===== src/rtl/lockq_pkg.sv =====
package lockq_pkg;
  typedef enum logic [0:0] {
    LQ_HUNT   = 1'b0,
    LQ_LOCKED = 1'b1
  } lockq_state_e;
endpackage


===== src/rtl/lockq_run_ctr.sv =====
module lockq_run_ctr #(
  parameter int MAX = 5,
  parameter int W   = 3
) (
  input  logic         clk,
  input  logic         rst,
  input  logic         clr,
  input  logic         step,
  input  logic         hit,
  output logic [W-1:0] cnt
);
  localparam logic [W-1:0] CAP = W'(MAX);

  always_ff @(posedge clk) begin
    if (rst || clr) begin
      cnt <= '0;
    end else if (step) begin
      if (!hit)            cnt <= '0;
      else if (cnt != CAP) cnt <= cnt + 1'b1;
    end
  end

  AST_CNT_BOUND: assert property (@(posedge clk) disable iff (rst)
    cnt <= CAP);
  AST_CNT_IDLE: assert property (@(posedge clk) disable iff (rst)
    (!step && !clr) |=> $stable(cnt));
endmodule


===== src/rtl/lockq_fsm.sv =====
module lockq_fsm
  import lockq_pkg::*;
#(
  parameter int SHORT_RUN = 3,
  parameter int LONG_RUN  = 5,
  parameter int CLR_RUN   = 2,
  parameter int GW        = 3,
  parameter int BW        = 2
) (
  input  logic          clk,
  input  logic          rst,
  input  logic          meas_valid,
  input  logic          good,
  input  logic          bad,
  input  logic          forced,
  input  logic          long_mode,
  input  logic [GW-1:0] good_cnt,
  input  logic [BW-1:0] bad_cnt,
  output logic          lock_q,
  output logic          lock_d
);
  lockq_state_e state_q, state_d;
  int           need;
  logic         set_hit, clr_hit;

  always_comb begin
    need    = long_mode ? LONG_RUN : SHORT_RUN;
    set_hit = good && ((int'(good_cnt) + 1) >= need);
    clr_hit = bad  && ((int'(bad_cnt)  + 1) >= CLR_RUN);
    state_d = state_q;
    if (forced) begin
      state_d = LQ_HUNT;
    end else if (meas_valid) begin
      if (state_q == LQ_HUNT && set_hit)        state_d = LQ_LOCKED;
      else if (state_q == LQ_LOCKED && clr_hit) state_d = LQ_HUNT;
    end
  end

  always_ff @(posedge clk) begin
    if (rst) state_q <= LQ_HUNT;
    else     state_q <= state_d;
  end

  assign lock_q = (state_q == LQ_LOCKED);
  assign lock_d = (state_d == LQ_LOCKED);

  AST_FORCE_LOW: assert property (@(posedge clk) disable iff (rst)
    forced |=> !lock_q);
  AST_HOLD_IDLE: assert property (@(posedge clk) disable iff (rst)
    (!meas_valid && !forced) |=> (lock_q == $past(lock_q)));
  AST_NO_SET_ON_POOR: assert property (@(posedge clk) disable iff (rst)
    (!lock_q && meas_valid && !good) |=> !lock_q);
  AST_KEEP_UNLESS_BAD: assert property (@(posedge clk) disable iff (rst)
    (lock_q && meas_valid && !bad && !forced) |=> lock_q);
endmodule


===== src/rtl/lockq_status_mux.sv =====
module lockq_status_mux #(
  parameter int FSEL_W    = 3,
  parameter int FSEL_LOCK = 1
) (
  input  logic              clk,
  input  logic              rst,
  input  logic [FSEL_W-1:0] func_sel,
  input  logic              lock_d,
  output logic              status_pin
);
  localparam logic [FSEL_W-1:0] SEL_CODE = FSEL_W'(FSEL_LOCK);

  always_ff @(posedge clk) begin
    if (rst) status_pin <= 1'b0;
    else     status_pin <= (func_sel == SEL_CODE) ? lock_d : 1'b0;
  end

  AST_PIN_GATED: assert property (@(posedge clk) disable iff (rst)
    (func_sel != SEL_CODE) |=> !status_pin);
endmodule


===== src/rtl/pll_lock_qualifier.sv =====
module pll_lock_qualifier #(
  parameter int ERR_W     = 8,
  parameter int SET_NS    = 15,
  parameter int CLR_NS    = 30,
  parameter int SHORT_RUN = 3,
  parameter int LONG_RUN  = 5,
  parameter int CLR_RUN   = 2,
  parameter int FSEL_W    = 3,
  parameter int FSEL_LOCK = 1
) (
  input  logic              clk,
  input  logic              rst,
  input  logic              meas_valid,
  input  logic [ERR_W-1:0]  phase_err_ns,
  input  logic              long_mode,
  input  logic              cp_tristate,
  input  logic              pll_pwrdn,
  input  logic [FSEL_W-1:0] func_sel,
  output logic              lock_flag,
  output logic              status_pin
);
  localparam int GMAX = (LONG_RUN > SHORT_RUN) ? LONG_RUN : SHORT_RUN;
  localparam int GW   = $clog2(GMAX + 1);
  localparam int BW   = $clog2(CLR_RUN + 1);

  logic          good, bad, forced;
  logic          lock_q, lock_d;
  logic [GW-1:0] good_cnt;
  logic [BW-1:0] bad_cnt;

  assign good   = phase_err_ns < ERR_W'(SET_NS);
  assign bad    = phase_err_ns > ERR_W'(CLR_NS);
  assign forced = cp_tristate | pll_pwrdn;

  lockq_run_ctr #(.MAX(GMAX), .W(GW)) u_good_ctr (
    .clk (clk),
    .rst (rst),
    .clr (forced),
    .step(meas_valid),
    .hit (good),
    .cnt (good_cnt)
  );

  lockq_run_ctr #(.MAX(CLR_RUN), .W(BW)) u_bad_ctr (
    .clk (clk),
    .rst (rst),
    .clr (forced | ~lock_q),
    .step(meas_valid),
    .hit (bad),
    .cnt (bad_cnt)
  );

  lockq_fsm #(
    .SHORT_RUN(SHORT_RUN), .LONG_RUN(LONG_RUN), .CLR_RUN(CLR_RUN),
    .GW(GW), .BW(BW)
  ) u_fsm (
    .clk       (clk),
    .rst       (rst),
    .meas_valid(meas_valid),
    .good      (good),
    .bad       (bad),
    .forced    (forced),
    .long_mode (long_mode),
    .good_cnt  (good_cnt),
    .bad_cnt   (bad_cnt),
    .lock_q    (lock_q),
    .lock_d    (lock_d)
  );

  lockq_status_mux #(.FSEL_W(FSEL_W), .FSEL_LOCK(FSEL_LOCK)) u_mux (
    .clk       (clk),
    .rst       (rst),
    .func_sel  (func_sel),
    .lock_d    (lock_d),
    .status_pin(status_pin)
  );

  assign lock_flag = lock_q;

  AST_RESET_LOW: assert property (@(posedge clk)
    rst |=> (!lock_flag && !status_pin));
  AST_DROP_NEEDS_BAD: assert property (@(posedge clk) disable iff (rst)
    (lock_flag && meas_valid && !bad && !forced) |=> lock_flag);
endmodule


===== config.mk =====
export PLATFORM = sky130hd
export DESIGN_NAME = pll_lock_qualifier
export DESIGN_NICKNAME = d
export VERILOG_FILES = /design/src/rtl/lockq_pkg.sv /design/src/rtl/lockq_run_ctr.sv /design/src/rtl/lockq_fsm.sv /design/src/rtl/lockq_status_mux.sv /design/src/rtl/pll_lock_qualifier.sv
export SDC_FILE = /design/constraint.sdc
export NUM_CORES = 1
export LEC_CHECK = 0
export BUFFER_PORTS_ARGS = -buffer_cell sky130_fd_sc_hd__buf_2
export CAP_MARGIN = 20
export CORE_AREA = 2 2 39 41
export CTS_CLUSTER_DIAMETER = 80
export DETAILED_ROUTE_END_ITERATION = 8
export DIE_AREA = 0 0 41 43
export SYNTH_ARGS = -nofsm -noshare
export SYNTH_HDL_FRONTEND = slang
export SYNTH_SLANG_ARGS = --single-unit

===== constraint.sdc =====
create_clock -name clk -period 2.3 [get_ports clk]
set_input_delay 0.46 -clock clk [delete_from_list [all_inputs] [get_ports clk]]
set_output_delay 0.46 -clock clk [all_outputs]
set_load 0.02 [all_outputs]

==> results of run 1 <==
## stage by stage
step / hold WS (ps) / setup slack, ps
floorplan: 484 / 641
global placement: 501 / 516
detailed placement: 506 / 478
CTS: 431 / 461
global route: 430 / 295
finish: 430 / 477
## cells by family after synthesis
group | after synthesis
AO/OA/AOI/OAI | 12
XOR/XNOR | 2
adder cells (fa/ha/maj) | 6
buffers and inverters | 7
flip-flops | 7
AND/OR/NAND/NOR | 23
## area by class of cell
type / count / area [µm²] / share of cell area
Sequential cell: 7 / 140 / 0.226
Tap cell: 16 / 20.0 / 0.0323
Timing Repair Buffer: 18 / 90.1 / 0.145
Inverter: 7 / 26.3 / 0.0424
Clock buffer: 4 / 26.3 / 0.0424
Multi-Input combinational cell: 43 / 317 / 0.511
## metal layers
| metal | up-vias | GRT usage |
|---|---|---|
| met1 | 220 | 0.181 |
| met2 | 21 | 0.194 |
| met3 | 2 | 0.0471 |
| li1 | 247 | - |
| met4 | 0 | 0.100 |
| met5 | - | 0 |
## power by group through the flow
stage	registers, µW	clock network (µW)	logic [µW]
3_3_place_gp	124	0	32.2
5_1_grt	121	126	36.7
3_5_place_dp	124	0	33.1
2_1_floorplan	124	0	13.4
4_1_cts	122	116	33.1
6_report	122	115	32.8
## synthesized netlist by cell type, drive strengths merged (2+ instances only)
| library cell | instances |
|---|---|
| nand3 | 2 |
| o311ai | 2 |
| nand2 | 5 |
| ha | 6 |
| inv | 7 |
| nor3 | 2 |
| o21ai | 2 |
| nand3b | 3 |
| a21oi | 4 |
| dfxtp | 7 |
| nor2 | 5 |
## state kept, by name (all words and copies together) (netlist names)
| signal | flops |
|---|---|
| u_mux.status_pin | 1 |
| u_fsm.lock_q | 1 |
| u_good_ctr.cnt | 3 |
| u_bad_ctr.cnt | 2 |
## path summary, 6_finish.rpt
check,cells after the start,startpoint,endpoint
worst max-delay path,7,u_good_ctr.cnt[0]$_SDFFE_PP0P_,u_mux.status_pin$_SDFF_PP0_
worst min-delay path,3,func_sel[0],u_mux.status_pin$_SDFF_PP0_
worst max register to register,7,u_good_ctr.cnt[0]$_SDFFE_PP0P_,u_mux.status_pin$_SDFF_PP0_
worst min register to register,2,u_bad_ctr.cnt[0]$_SDFFE_PP0P_,u_bad_ctr.cnt[0]$_SDFFE_PP0P_
## placed cells by master (no fill, tap or decap), drive strengths merged
cell / n
buf: 18
inv: 7
dfxtp: 7
ha: 6
nand2: 5
nor2: 5
a21oi: 4
clkbuf: 4
nand3b: 3
o311ai: 2
nand3: 2
o21ai: 2
nor3: 2
xor2: 1
or3: 1
and4: 1
a21o: 1
a211oi: 1
nor2b: 1
a31oi: 1
nor4: 1
nand4b: 1
nand4: 1
o41ai: 1
xnor2: 1
## critical path: cells and delay by family (launching register included)
family / cells / cell delay [ps]
AND/OR/NAND/NOR: 1 / 170
adder cells (fa/ha/maj): 2 / 560
AO/OA/AOI/OAI: 2 / 480
buffers and inverters: 1 / 40
XOR/XNOR: 1 / 160
flip-flops: 1 / 360
==> results_dict.tcl, run 1 <==
set metrics [dict create \
    status "finished clean" \
    ys_warn_count 0 \
    h-tree-depth 1 \
    core_mm2 0.00138 \
    tns_ps 0 \
    ios 19 \
    ys_ff_latch 7 \
    post-cts-setup-buffers 0 \
    cp_data_arrival_time_ps 2010 \
    rrSetupSlack_ps 480 \
    die_h_um 43 \
    grt_pass1_vias 420 \
    synthMuxAreaShare 0 \
    tritoncts "done" \
    stdcell_area_um2 619 \
    cp_data_required_time_ps 2490 \
    synth_compound_area_frac 0.176 \
    syn_avg_cell_area_um2 8.47 \
    route.detailed.drc 0 \
    die_w_um 41 \
    synth_cell_types 24 \
    max_freq_mhz 548 \
    vias 490 \
    avgViaCountPerCell 5.16 \
    hold_viol 0 \
    path_cells "ha_1 -> xor2_1 -> ha_1 -> inv_1 -> o311ai_0 -> nand4b_1 -> a21oi_1" \
    async_flop_share 0 \
    worst_hold_path_type "primary input to register" \
    switchingPower_uw 64.4 \
    root_buffer "clkbuf_4" \
    netlist.area_leader.share 0.290 \
    min_period_over_period 0.793 \
    place_area_um2 593 \
    total_power_uw 269 \
    cpPeakStageDelay_ps 360 \
    wl_met1_um 459 \
    grt_usage 0.143 \
    dpl.hpwl_um 787 \
    leakage_uw 0.000295 \
    switching_share 0.240 \
    slew_violations 0 \
    combPwrFrac 0.122 \
    yosysTopAreaCell "dfxtp_1" \
    synth_seq_area_share 0.290 \
    drive_gt1_frac 0.304 \
    tightest_slew_ps 420 \
    dp_cells 91 \
    final_cells 95 \
    clkSinkCount 7 \
    postRouteWirelength_um 983 \
    syn_nets 80 \
    endpoint_kind "register" \
    ant_nets 0 \
    overflow 0 \
    synth_area_leaders "dfxtp_1, ha_1, inv_1, nand3b_1, a21oi_1" \
    final-setup-viol-count 0 \
    synthAdderAreaFrac 0.155 \
    cp_common_cell "ha_1" \
    internal-power_uw 205 \
    clk_pin_slew_ps 60 \
    drtPass1Iterations 4 \
    maxCapViolations 0 \
    cp-start-kind "register" \
    fin_nets 103 \
    wire_per_inst_um 10.3 \
    synth_xor_area_frac 0.0363 \
    relSlewSlack 0.716 \
    pwr-share-clk 0.426 \
    fillers 147 \
    power_density_mw_per_mm2 434 \
    crit_fanout 6 \
    crit_slowest_cell "dfxtp_1" \
    cts-resized-gates 0 \
    place_congestion 0.833 \
    highest_layer "met4" \
    grt_max_degree 8 \
    synthSimpleGateAreaFrac 0.288 \
    synth_cells 57 \
    dieArea_mm2 0.00176 \
    grt_pass1_wl_um 1650 \
    min_period_ps 1820 \
    yosys_most_used_dff "dfxtp_1" \
    place.port_buffers 18 \
    first_iter_violations 5 \
    antenna_found_initial 0 \
    num_antenna_cells 0 \
    clock_skew_ps 5.86 \
    area_growth_pct 28.2 \
    hold_buffers 0 \
    netlist_area_um2 483 \
    cts-buffers-inserted 3 \
    postLayoutCoreUtil 0.448 \
    vdd_ir_drop_max_uv 208 \
    rows 14 \
    cts_buffer_depth 2 \
    path_class "register to register" \
    wl_met2_um 438 \
    synth_edf_count 0 \
    start_util 0.349 \
    rsz0062_at_grt "no" \
    pwr-share-seq 0.452 \
    synth_top_family_by_area "simple AND/OR/NAND/NOR gates" \
    clock_latency_ps 250 \
    routed-wl-met3_um 65 \
]
No activity file was read; power rests on OpenSTA's default activity.
==> run 2: changes to the inputs <==
Clock period 2.3 ns to 1.7 ns, I/O delays scaled along.
==> run 2 against run 1 <==
Net effect: final area rose by 11%; clock skew fell by 1.5 ps; sequential share of layout area fell by 1.9 points; maximum frequency rose by 15%; combinational power rose by 39%; sequential power rose by 34%; non-clock buffer count rose by 5; die area did not move; first-iteration DRC count fell by 60%.
==> results_dict.tcl, run 2 (synthesis results as in run 1) <==
set metrics [dict create \
    grt_pass1_vias 441 \
    final-setup-viol-count 0 \
    place_area_um2 631 \
    h-tree-depth 1 \
    hold_viol 0 \
    ant_nets 0 \
    dieArea_mm2 0.00176 \
    place.port_buffers 18 \
    hold_buffers 0 \
    vdd_ir_drop_max_uv 311 \
    min_period_ps 1590 \
    crit_fanout 4 \
    avgViaCountPerCell 5.00 \
    power_density_mw_per_mm2 553 \
    wire_per_inst_um 10.5 \
    clk_pin_slew_ps 60 \
    path_cells "inv_2 -> ha_4 -> inv_2 -> ha_4 -> nor2_1 -> o311ai_1 -> nand4b_1 -> a21oi_1" \
    place_congestion 0.770 \
    cp_data_arrival_time_ps 1790 \
    dpl.hpwl_um 838 \
    ios 19 \
    clock_latency_ps 270 \
    vias 500 \
    num_antenna_cells 0 \
    clkSinkCount 7 \
    rsz0062_at_grt "no" \
    grt_max_degree 8 \
    start_util 0.349 \
    worst_hold_path_type "primary input to register" \
    die_w_um 41 \
    grt_usage 0.147 \
    endpoint_kind "register" \
    cts-buffers-inserted 3 \
    route.detailed.drc 0 \
    relSlewSlack 0.692 \
    drtPass1Iterations 2 \
    area_growth_pct 42.2 \
    overflow 0 \
    clock_skew_ps 4.33 \
    max_freq_mhz 631 \
    root_buffer "clkbuf_4" \
    min_period_over_period 0.933 \
    maxCapViolations 0 \
    stdcell_area_um2 687 \
    largest_reg_flops 3 \
    total_power_uw 380 \
    leakage_uw 0.000318 \
    post-cts-setup-buffers 0 \
    cp-start-kind "register" \
    core_mm2 0.00138 \
    cts_buffer_depth 2 \
    fin_nets 108 \
    tritoncts "done" \
    first_iter_violations 2 \
    largestRegisters "u_good_ctr.cnt x3, u_bad_ctr.cnt x2" \
    layout_commonest_cell "buf_2" \
    cp_data_required_time_ps 1900 \
    die_h_um 43 \
    tightest_slew_ps 456 \
    path_class "register to register" \
    largest-register "u_good_ctr.cnt" \
    grt_pass1_wl_um 1640 \
    drive_gt1_frac 0.429 \
    crit_slowest_cell "dfxtp_2" \
    slew_violations 0 \
    status "finished clean" \
    rows 14 \
    cpPeakStageDelay_ps 360 \
    postRouteWirelength_um 1050 \
    antenna_found_initial 0 \
]
run 2: cell count changes in the layout (fill, tap and decap cells not counted):
cell and change:
dfxtp_1 -2, ha_4 +2, inv_2 +2, buf_4 +5, inv_1 -2, ha_2 +1, ha_1 -3, o311ai_0 -1
dfxtp_2 +2, o311ai_1 +1
run 2: area by class of cell:
| class | count | area, µm² |
|---|---|---|
| Clock buffer | 4 | 26.3 |
| Fill cell | 139 | 697 |
| Inverter | 7 | 26.3 |
| Multi-Input combinational cell | 43 | 344 |
| Sequential cell | 7 | 143 |
| Tap cell | 16 | 20.0 |
| Timing Repair Buffer | 23 | 128 |
run 2: worst paths after layout:
check | depth (start not counted) | start | slack, ps | endpoint
worst max-delay path | 8 | u_good_ctr.cnt[1]$_SDFFE_PP0P_ | 110 | u_mux.status_pin$_SDFF_PP0_
worst min-delay path | 3 | func_sel[0] | 310 | u_mux.status_pin$_SDFF_PP0_
worst max register to register | 8 | u_good_ctr.cnt[1]$_SDFFE_PP0P_ | 110 | u_mux.status_pin$_SDFF_PP0_
worst min register to register | 2 | u_good_ctr.cnt[1]$_SDFFE_PP0P_ | 500 | u_good_ctr.cnt[1]$_SDFFE_PP0P_
run 2: routing by layer:
| metal | global-route usage | part of all wire | vias to the layer above |
|---|---|---|---|
| met4 | 0.140 | 0.042 | 0 |
| met2 | 0.228 | 0.48 | 17 |
| met3 | 0.0524 | 0.052 | 5 |
| li1 | - | - | 260 |
| met5 | 0 | 0 | - |
| met1 | 0.138 | 0.42 | 218 |
run 2: stage by stage:
| step | TNS [ps] | worst slack (ps) | std cells | utilization | hold slack, ps |
|---|---|---|---|---|---|
| 5_1_grt | 0 | 5.06 | 100 | 0.496 | 318 |
| 6_report | 0 | 115 | 100 | 0.496 | 307 |
| 4_1_cts | 0 | 15.1 | 100 | 0.475 | 308 |
| 3_3_place_gp | -9.11 | -9.11 | 96 | 0.456 | 501 |
| 2_1_floorplan | 0 | 40.8 | 57 | - | 427 |
| 3_5_place_dp | -25.6 | -25.6 | 96 | 0.456 | 501 |
run 2: where the power goes:
| part | leakage, µW | internal, µW | switching [µW] |
|---|---|---|---|
| Clock | 0.0000150 | 90.7 | 78.8 |
| Combinational | 0.000246 | 23.6 | 22.1 |
| Sequential | 0.0000574 | 164 | 0.177 |
| Total | 0.000318 | 278 | 101 |
run 2: timing repair:
action,CTS,global route
pin swaps,1,5
setup endpoints to repair,1,1
gates resized for setup,1,7
run 2: critical path, delay by kind of cell, from the launching register on:
| family | cells | cell delay (ps) |
|---|---|---|
| adder cells (fa/ha/maj) | 2 | 500 |
| AO/OA/AOI/OAI | 2 | 380 |
| flip-flops | 1 | 360 |
| AND/OR/NAND/NOR | 2 | 190 |
| buffers and inverters | 2 | 90 |
